### src/rtl/pattrig_pkg.sv
package pattrig_pkg;

   localparam int HALF_W = 7;

   typedef enum logic {
      TRG_PATTERN = 1'b0,
      TRG_DIVCLK  = 1'b1
   } trg_mode_e;

   // half of the divide ratio selected by a 3-bit code
   function automatic logic [HALF_W-1:0] half_of(input logic [2:0] code);
      logic [HALF_W-1:0] h;
      case (code)
         3'd0:    h = 7'd2;
         3'd1:    h = 7'd4;
         3'd2:    h = 7'd8;
         3'd3:    h = 7'd16;
         3'd4:    h = 7'd20;
         3'd5:    h = 7'd32;
         default: h = 7'd64;
      endcase
      return h;
   endfunction

endpackage

### src/rtl/pattrig_cfg_watch.sv
module pattrig_cfg_watch
   import pattrig_pkg::*;
(
   input  logic       clk,
   input  logic       rst_n,
   input  logic       mode_sel,
   input  logic [2:0] ratio_sel,
   output trg_mode_e  mode_q,
   output logic [2:0] ratio_q,
   output logic       clr
);

   assign clr = (trg_mode_e'(mode_sel) != mode_q) || (ratio_sel != ratio_q);

   always_ff @(posedge clk or negedge rst_n) begin
      if (!rst_n) begin
         mode_q  <= TRG_PATTERN;
         ratio_q <= 3'd0;
      end else if (clr) begin
         mode_q  <= trg_mode_e'(mode_sel);
         ratio_q <= ratio_sel;
      end
   end

   // the latched configuration follows the inputs one edge after a change
   p_cfg_track_r7: assert property (@(posedge clk) disable iff (!rst_n)
      clr |=> (ratio_q == $past(ratio_sel)));

endmodule

### src/rtl/pattrig_pulse.sv
module pattrig_pulse #(
   parameter int LEN_W = 16,
   parameter int REPS  = 4
) (
   input  logic             clk,
   input  logic             rst_n,
   input  logic             clr,
   input  logic             en,
   input  logic             start,
   input  logic [LEN_W-1:0] pat_len,
   output logic             trig_q
);

   localparam int REP_W = (REPS > 1) ? $clog2(REPS) : 1;

   if (LEN_W < 2) begin : g_bad_len
      $error("pattrig_pulse: LEN_W must be at least 2");
   end
   if (REPS < 1) begin : g_bad_reps
      $error("pattrig_pulse: REPS must be at least 1");
   end

   logic [LEN_W-1:0] half_len;
   logic [LEN_W-1:0] width;
   logic [LEN_W-1:0] wcnt;
   logic             qual;

   assign half_len = pat_len >> 1;
   assign width    = (half_len == '0) ? LEN_W'(1) : half_len;

   if (REPS > 1) begin : g_rep
      logic [REP_W-1:0] rep;
      assign qual = en && start && (rep == '0);
      always_ff @(posedge clk or negedge rst_n) begin
         if (!rst_n)             rep <= '0;
         else if (clr || !en)    rep <= '0;
         else if (start) begin
            if (rep == REP_W'(REPS-1)) rep <= '0;
            else                       rep <= rep + REP_W'(1);
         end
      end
   end else begin : g_norep
      assign qual = en && start;
   end

   always_ff @(posedge clk or negedge rst_n) begin
      if (!rst_n) begin
         trig_q <= 1'b0;
         wcnt   <= '0;
      end else if (clr || !en) begin
         trig_q <= 1'b0;
         wcnt   <= '0;
      end else if (qual) begin
         trig_q <= 1'b1;
         wcnt   <= width - LEN_W'(1);
      end else if (trig_q) begin
         if (wcnt == '0) trig_q <= 1'b0;
         else            wcnt   <= wcnt - LEN_W'(1);
      end
   end

   // a rise is always caused by a strobe on the previous edge
   p_rise_after_strobe_r2: assert property (@(posedge clk) disable iff (!rst_n)
      $rose(trig_q) |-> $past(start));

   if (REPS > 1) begin : g_width_chk
      logic [LEN_W-1:0] run_cnt;
      logic [LEN_W-1:0] w_exp;
      always_ff @(posedge clk or negedge rst_n) begin
         if (!rst_n) begin
            run_cnt <= '0;
            w_exp   <= '0;
         end else if (trig_q) begin
            run_cnt <= run_cnt + LEN_W'(1);
         end else begin
            run_cnt <= '0;
            w_exp   <= width;
         end
      end
      // a pulse that ends on its own lasted the computed width
      p_pulse_width_r3: assert property (@(posedge clk) disable iff (!rst_n)
         ($fell(trig_q) && !$past(clr) && $past(en)) |-> (run_cnt == w_exp));
   end

endmodule

### src/rtl/pattrig_div.sv
module pattrig_div
   import pattrig_pkg::*;
(
   input  logic       clk,
   input  logic       rst_n,
   input  logic       clr,
   input  logic       en,
   input  logic [2:0] code,
   output logic       trig_q
);

   logic [HALF_W-1:0] half;
   logic [HALF_W-1:0] cnt;
   logic              term;

   assign half = half_of(code);
   assign term = (cnt == half - HALF_W'(1));

   always_ff @(posedge clk or negedge rst_n) begin
      if (!rst_n) begin
         cnt    <= '0;
         trig_q <= 1'b0;
      end else if (clr || !en) begin
         cnt    <= '0;
         trig_q <= 1'b0;
      end else if (term) begin
         cnt    <= '0;
         trig_q <= ~trig_q;
      end else begin
         cnt    <= cnt + HALF_W'(1);
      end
   end

   // the square wave only flips at a half-period boundary
   p_toggle_at_term_r4: assert property (@(posedge clk) disable iff (!rst_n)
      (!$stable(trig_q) && $past(en) && !$past(clr)) |-> ($past(cnt) == $past(half) - HALF_W'(1)));

   // the counter never passes the selected half-ratio
   p_cnt_bound_r5: assert property (@(posedge clk) disable iff (!rst_n)
      (en && !clr) |-> (cnt < half));

endmodule

### src/rtl/pattrig_top.sv
module pattrig_top
   import pattrig_pkg::*;
#(
   parameter int LEN_W = 16,
   parameter int REPS  = 4
) (
   input  logic             clk,
   input  logic             rst_n,
   input  logic             mode_sel,
   input  logic [2:0]       ratio_sel,
   input  logic             start_i,
   input  logic [LEN_W-1:0] pat_len,
   output logic             trig_o
);

   trg_mode_e  mode_q;
   logic [2:0] ratio_q;
   logic       clr;
   logic       pul_q;
   logic       div_q;

   pattrig_cfg_watch i_cfg (
      .clk       (clk),
      .rst_n     (rst_n),
      .mode_sel  (mode_sel),
      .ratio_sel (ratio_sel),
      .mode_q    (mode_q),
      .ratio_q   (ratio_q),
      .clr       (clr)
   );

   pattrig_pulse #(.LEN_W(LEN_W), .REPS(REPS)) i_pulse (
      .clk     (clk),
      .rst_n   (rst_n),
      .clr     (clr),
      .en      (mode_q == TRG_PATTERN),
      .start   (start_i),
      .pat_len (pat_len),
      .trig_q  (pul_q)
   );

   pattrig_div i_div (
      .clk    (clk),
      .rst_n  (rst_n),
      .clr    (clr),
      .en     (mode_q == TRG_DIVCLK),
      .code   (ratio_q),
      .trig_q (div_q)
   );

   assign trig_o = (mode_q == TRG_DIVCLK) ? div_q : pul_q;

   // a configuration change leaves the output low after the next edge
   p_cfg_clear_r7: assert property (@(posedge clk) disable iff (!rst_n)
      clr |=> !trig_o);

   // reset holds the output low
   p_reset_low_r8: assert property (@(posedge clk)
      !rst_n |=> (!rst_n || !trig_o) || $past(rst_n));

   // in divided-clock mode the strobe cannot drive the output
   p_div_ignores_strobe_r6: assert property (@(posedge clk) disable iff (!rst_n)
      (mode_q == TRG_DIVCLK) |-> !pul_q);

endmodule

### config.mk
export PLATFORM = sky130hd
export DESIGN_NAME = pattrig_top
export DESIGN_NICKNAME = d
export VERILOG_FILES = /design/src/rtl/pattrig_pkg.sv /design/src/rtl/pattrig_cfg_watch.sv /design/src/rtl/pattrig_pulse.sv /design/src/rtl/pattrig_div.sv /design/src/rtl/pattrig_top.sv
export SDC_FILE = /design/constraint.sdc
export NUM_CORES = 1
export LEC_CHECK = 0
export BUFFER_PORTS_ARGS = -buffer_cell sky130_fd_sc_hd__buf_4
export CAP_MARGIN = 25
export CELL_PAD_IN_SITES_DETAIL_PLACEMENT = 1
export CELL_PAD_IN_SITES_GLOBAL_PLACEMENT = 2
export CORE_MARGIN = 3
export CORE_UTILIZATION = 32
export CTS_CLUSTER_DIAMETER = 100
export CTS_CLUSTER_SIZE = 10
export DETAILED_ROUTE_END_ITERATION = 12
export HOLD_SLACK_MARGIN = 0.06
export MAX_ROUTING_LAYER = met4
export PLACE_DENSITY = 0.73
export SLEW_MARGIN = 10
export SYNTH_ARGS = -nofsm -noshare
export SYNTH_HDL_FRONTEND = slang
export SYNTH_SLANG_ARGS = --single-unit
### constraint.sdc
create_clock -name clk -period 2.85 [get_ports clk]
set_input_delay 0.285 -clock clk [delete_from_list [all_inputs] [get_ports clk]]
set_output_delay 0.285 -clock clk [all_outputs]
set_load 0.02 [all_outputs]
; After elaboration in Yosys (flattened, before gate mapping)
; Cells that the tools add are included.
[classes]
add_sub_neg = 5
n_mux = 18
reduce_logical = 14
div_mod_pow = 0
bitwise_logic = 2
n_mul = 0
n_eq_ne = 10
magnitude_cmp = 0
shifts = 0
[ops]
columns = op, n
row1 = 16-bit two-way mux, 4
row2 = 7-bit case mux with 6 select lines, 1
row3 = 16-bit logical NOT, 2
row4 = "16-bit by 1-bit subtractor with 16-bit output, second input constant", 2
row5 = 15-bit two-way mux, 1
row6 = 7-bit two-way mux, 2
row7 = "7-bit by 1-bit adder with 7-bit output, second input constant", 1
row8 = 7-bit == test, 1
row9 = 1-bit two-way mux, 7
row10 = "7-bit by 1-bit subtractor with 7-bit output, second input constant", 1
row11 = "3-bit by 2-bit == test with 1-bit output, second input constant", 2
row12 = "3-bit == test, second input constant", 2
row13 = 2-bit two-way mux, 3
row14 = 2-bit nonzero test, 2
row15 = "3-bit by 1-bit == test with 1-bit output, second input constant", 1
row16 = 3-bit logical NOT, 1
row17 = 1-bit logical OR, 3
row18 = "3-bit by 1-bit inequality test with 1-bit output, second input constant", 1
row19 = 3-bit inequality test, 1
row20 = 3-bit nonzero test, 1
row21 = "2-bit by 1-bit adder with 2-bit output, second input constant", 1
row22 = "2-bit == test, second input constant", 1
row23 = 1-bit logical AND, 2
row24 = 2-bit logical NOT, 1
row25 = 4 further kinds, 5
[word_totals]
out_inout_bits = 1
latchBits = 0
wordCells = 56
romBits = 0
n_memories = 0
ramBits = 0
register_bits = 31

; Depth between registers and ports, before layout
[logic_depth]
word_depth = 6
depth_mapped = 14
ltp_nobuf = 13

; Modules after synthesis
; From an unflattened synthesis, not the netlist that was laid out.
[unflattened]
cells_unflattened = 248
hier_area_um2 = 2180.8
[by_module_without_submodules]
columns = module, area_each_um2, cells_each, n_inst
row1 = pattrig_pulse, 1507.7, 184, 1
row2 = pattrig_div, 498.0, 49, 1
row3 = pattrig_cfg_watch, 156.4, 13, 1
row4 = pattrig_top, 18.8, 2, 1

; Worst setup path after synthesis
; Ideal clock, no wire load.
[synth_path]
kind = flip-flop to flip-flop
start = register i_pulse.g_rep.rep[0]
end = register i_pulse.wcnt[10]
period_less_slack_ns = 2.918
setup_ns = 0.094
slack_ns = -0.068
arrival_time_ns = 2.824
path_stages_with_launch = 13
required_time_ns = 2.756
path_cell_list = dfrtp_1 > inv_1 > ha_1 > nand3b_1 > clkbuf_1 > mux2i_1 > ha_1 > nor3b_1 > nand4_1 > o2bb2a_1 > nand2_1 > xor2_1 > a211oi_1
[synth_between]
elab_chain_len = 4
word_cells_on_any_way = 7
cone_classes = eq/ne: 1 / mux: 2 / reduce/logical: 4
[synth_rtl]
columns = element, line_no
row1 = "start, declared", pattrig_pulse.sv:32  ; logic [REP_W-1:0] rep;
row2 = "start signal, assigned", pattrig_pulse.sv:39  ; else rep <= rep + REP_W'(1);
row3 = 2-bit logical NOT *, pattrig_pulse.sv:33  ; assign qual = en && start && (rep == '0);
row4 = 1-bit logical AND *, pattrig_pulse.sv:33
row5 = 3-bit by 1-bit inequality test with 1-bit output (no line) (tied with other cells), n/a
row6 = 2-bit AND reduction (no line) / 16-bit two-way mux (equally long branches), n/a
row7 = "end signal, assigned", pattrig_pulse.sv:55  ; wcnt <= width - LEN_W'(1);
row8 = "end signal, assigned", pattrig_pulse.sv:58  ; else wcnt <= wcnt - LEN_W'(1);
row9 = "end, declared", pattrig_pulse.sv:25  ; logic [LEN_W-1:0] wcnt;
; Mark *: on every way between the ends. The rest lies on a longest branch, timed or not.
; A chain may end at the register's enable or synchronous reset.

; Final worst setup path
[layout_path]
start = register i_pulse.g_rep.rep[1]
end = register i_pulse.wcnt[12]
; The elaborated chain is that of the path after synthesis.

==> out/metrics.yaml <==
outcome:
  status: "finished, final reports clean"
setup_path:
  rr_startpoint: "i_pulse.g_rep.rep[1]"
  endpoint_kind: "register"
  arrival_ns: 2.79
  crit_type: "register to register"
  ff2ff_setup_slack_ns: 0.25
  reg2reg_depth: 12
  required_ns: 3.04
  critPathLaunchType: "register"
  reg2reg_to: "i_pulse.wcnt[12]"
  worst-path-max-fanout: 4
placed_design:
  io_buffers: 22
  dpl.hpwl_um: 3970
  place_ws_ns: -0.0298
  gp_congestion: 0.764
timing:
  setup_violations: 0
  fin_crit_sh_pct: 91.3
  clock_skew_ns: 0.00419
  max_slew.worst_pin.slew_ns: 0.524
  hold_viol_final: 0
  tns_ns: 0
  relSlewSlack_pct: 65.1
  slew_viol_final: 0
  min_period_ns: 2.60
  postLayoutSetupSlackWorst_ns: 0.248
  fmax_mhz: 384
yosys:
  ys_seq_area_share_pct: 37.1
  syn_nets: 268
  synth.cell_area_um2: 2090
  syn_inst: 240
  ys_types: 43
  ys_seq_elements: 31
  postSynthAreaPerCell_um2: 8.71
  ys_warn_count: 0
drt:
  first_pass_iters: 4
  route.vias.total: 1858
  drtAntennaViolNets: 0
  route.detailed.drc: 0
  wirelength_um: 5520
  viasPerCell: 5.42
  routedWlPerCell_um: 16.1
  first_iter_violations: 49
clock_network:
  cts_made_buffers: 5
  clockBufferDepth: 2
  cts_tree: "built"
  clock_sinks: 31
  path_clk_slew_ns: 0.07
  cts_root_buffer: "clkbuf_8"
  htreeDepth: 2
  clock_latency_ns: 0.28
power_and_ir_drop:
  p_sw_mw: 0.271
  switching_share_pct: 27.5
  clkPwrFrac_pct: 36.5
  power.share.sequential_pct: 46.0
  p_per_area_nw_per_um2: 387
  p_leak_nw: 1.06
  comb_power_share_pct: 17.5
  ir_worst_vdd_uv: 153
  intPower_mw: 0.714
floorplan:
  std_cell_rows: 28
  die_w_um: 86.8
  core_um2: 6130
  initial_core_util_pct: 34.1
  dieArea_um2: 7540
  io_pins: 24
  die_h_um: 86.8
min_path:
  min_from: "ratio_sel[0]"
  min_to: "i_cfg.ratio_q[0]"
  min_path_cells: 1
  hold_path.class: "input pin to register"
global_route:
  grt_pass1_wl_um: 9470
  grt_pass1_vias: 1875
  antenna_found_initial: 0
  overflow: 0
  grt_max_degree: 34
  gr-usage-all-layers_pct: 16.6
flow_run:
  cap_violations: 0
cells_and_area:
  nets: 296
  antenna_cells: 0
  area_growth_pct: 21.7
  drive_gt1_share_pct: 20.9
  fillers: 727
[power by group through the flow]
stage	Clock [mW]	Combinational (mW)	Sequential, mW
after floorplan	0	0.0963	0.457
final	0.360	0.173	0.453
after global placement	0	0.158	0.461
after global routing	0.394	0.194	0.453
after CTS	0.376	0.162	0.453
after detailed placement	0	0.160	0.461
[critical path: stages (launching register included)]
cell and delay, ns:
dfrtp_1 0.37, inv_1 0.06, ha_1 0.18, nand3b_1 0.20, mux2i_2 0.30, ha_4 0.20, nor3b_4 0.22, nand4_1 0.12
buf_4 0.19, a22oi_2 0.21, nand2_1 0.09, xor2_1 0.16, a211oi_1 0.22
[cell type report]
type	count	area, um^2	share of cell area (%)
Clock buffer	6	82.6	3.25
Sequential cell	31	776	30.5
Clock inverter	1	5.00	0.197
Inverter	6	22.5	0.885
Timing Repair Buffer	36	273	10.7
Multi-Input combinational cell	188	1290	50.8
Tap cell	75	93.8	3.69
[sequential cells by signal, indices dropped and copies added, names as in the netlist]
signal,cells
i_pulse.wcnt,16
i_div.cnt,7
i_cfg.ratio_q,3
i_pulse.g_rep.rep,2
i_cfg.mode_q,1
i_div.trig_q,1
i_pulse.trig_q,1
[layout by cell type, fill, tap and decap left out, drive strengths merged, types with 3 or more instances in the layout]
cell type	netlist	routed
xor2	20	20
clkbuf	15	6
nor2	34	34
o31a	4	4
xnor2	13	13
nand3	9	9
mux2i	5	5
a211oi	14	14
buf	0	35
nor3	15	15
inv	6	6
ha	5	5
o31ai	3	3
a21oi	7	7
nor4	7	7
nand2	15	15
or3	3	3
or4	4	4
dfrtp	31	31
[stage by stage]
stage	cells	total power [mW]	util [%]	instance area, um^2	hold WS [ns]
3_3_place_gp	333	0.620	38.8	2380	0.258
2_1_floorplan	240	0.553	-	2090	-0.0106
3_5_place_dp	333	0.621	38.8	2380	0.260
5_1_grt	343	1.04	41.5	2540	0.103
4_1_cts	341	0.991	40.4	2480	0.108
6_report	343	0.985	41.5	2540	0.120
[layer usage]
metal	part of all wire, %	vias to the layer above	global-route usage, %
met4	1.3	0	5.10
met1	47	921	21.5
met5	0	-	-
met2	49	17	26.2
met3	2.5	7	3.14
li1	-	913	-
[Yosys cell counts (all sizes together)]
library cell | n | area share (%)
nor2 | 34 | 6.1
dfrtp | 31 | 37
xor2 | 20 | 8.4
clkbuf | 15 | 2.7
nand2 | 15 | 2.7
nor3 | 15 | 3.6
a211oi | 14 | 5.0
xnor2 | 13 | 5.4
nand3 | 9 | 2.2
a21oi | 7 | 1.7
nor4 | 7 | 2.1
inv | 6 | 1.1
ha | 5 | 3.0
mux2i | 5 | 2.4
o31a | 4 | 1.7
or4 | 4 | 1.6
o31ai | 3 | 1.3
or3 | 3 | 0.90
a22oi | 2 | 0.72
a31o | 2 | 0.84
nand2b | 2 | 0.60
nand3b | 2 | 0.72
nand4 | 2 | 0.60
nor3b | 2 | 0.72
o21a | 2 | 0.72
or2 | 2 | 0.60
a2111oi | 1 | 0.42
a22o | 1 | 0.42
a31oi | 1 | 0.30
and2 | 1 | 0.30
and3 | 1 | 0.30
and3b | 1 | 0.42
and4b | 1 | 0.48
mux2 | 1 | 0.54
nand4b | 1 | 0.42
nor4b | 1 | 0.42
o2111a | 1 | 0.54
o21ai | 1 | 0.24
o22ai | 1 | 0.30
o2bb2a | 1 | 0.48
[cells by family after synthesis]
group,Yosys count,synth area share (%)
fa+ha+maj,5,2.99
mux,6,2.93
flops,31,37.1
simple gates,103,24.7
buf+inv,21,3.77
compound gates,41,14.7
xor+xnor,33,13.8
[what timing repair did]
action | in CTS | in global routing
endpoints found under the setup margin | 2 | 4
hold endpoints to repair | 31 | 0
setup buffers | 0 | 2
hold buffers | 1 | 0
gates resized for setup | 1 | 10
pin swaps | 0 | 5
[worst max path at each step]
stage / from / end / slack (ns) / cells after the start
4_1_cts: i_pulse.g_rep.rep[1] / i_pulse.wcnt[14] / 0.04 / 13
3_5_place_dp: pat_len[6] / i_pulse.wcnt[10] / -0.03 / 13
3_3_place_gp: pat_len[1] / i_pulse.wcnt[10] / 0.03 / 13
2_1_floorplan: i_pulse.g_rep.rep[0] / i_pulse.wcnt[10] / 0.02 / 12
5_1_grt: i_pulse.g_rep.rep[1] / i_pulse.wcnt[12] / -0.008 / 14
6_report: i_pulse.g_rep.rep[1] / i_pulse.wcnt[12] / 0.25 / 12
(Power assumes the default switching activity.)
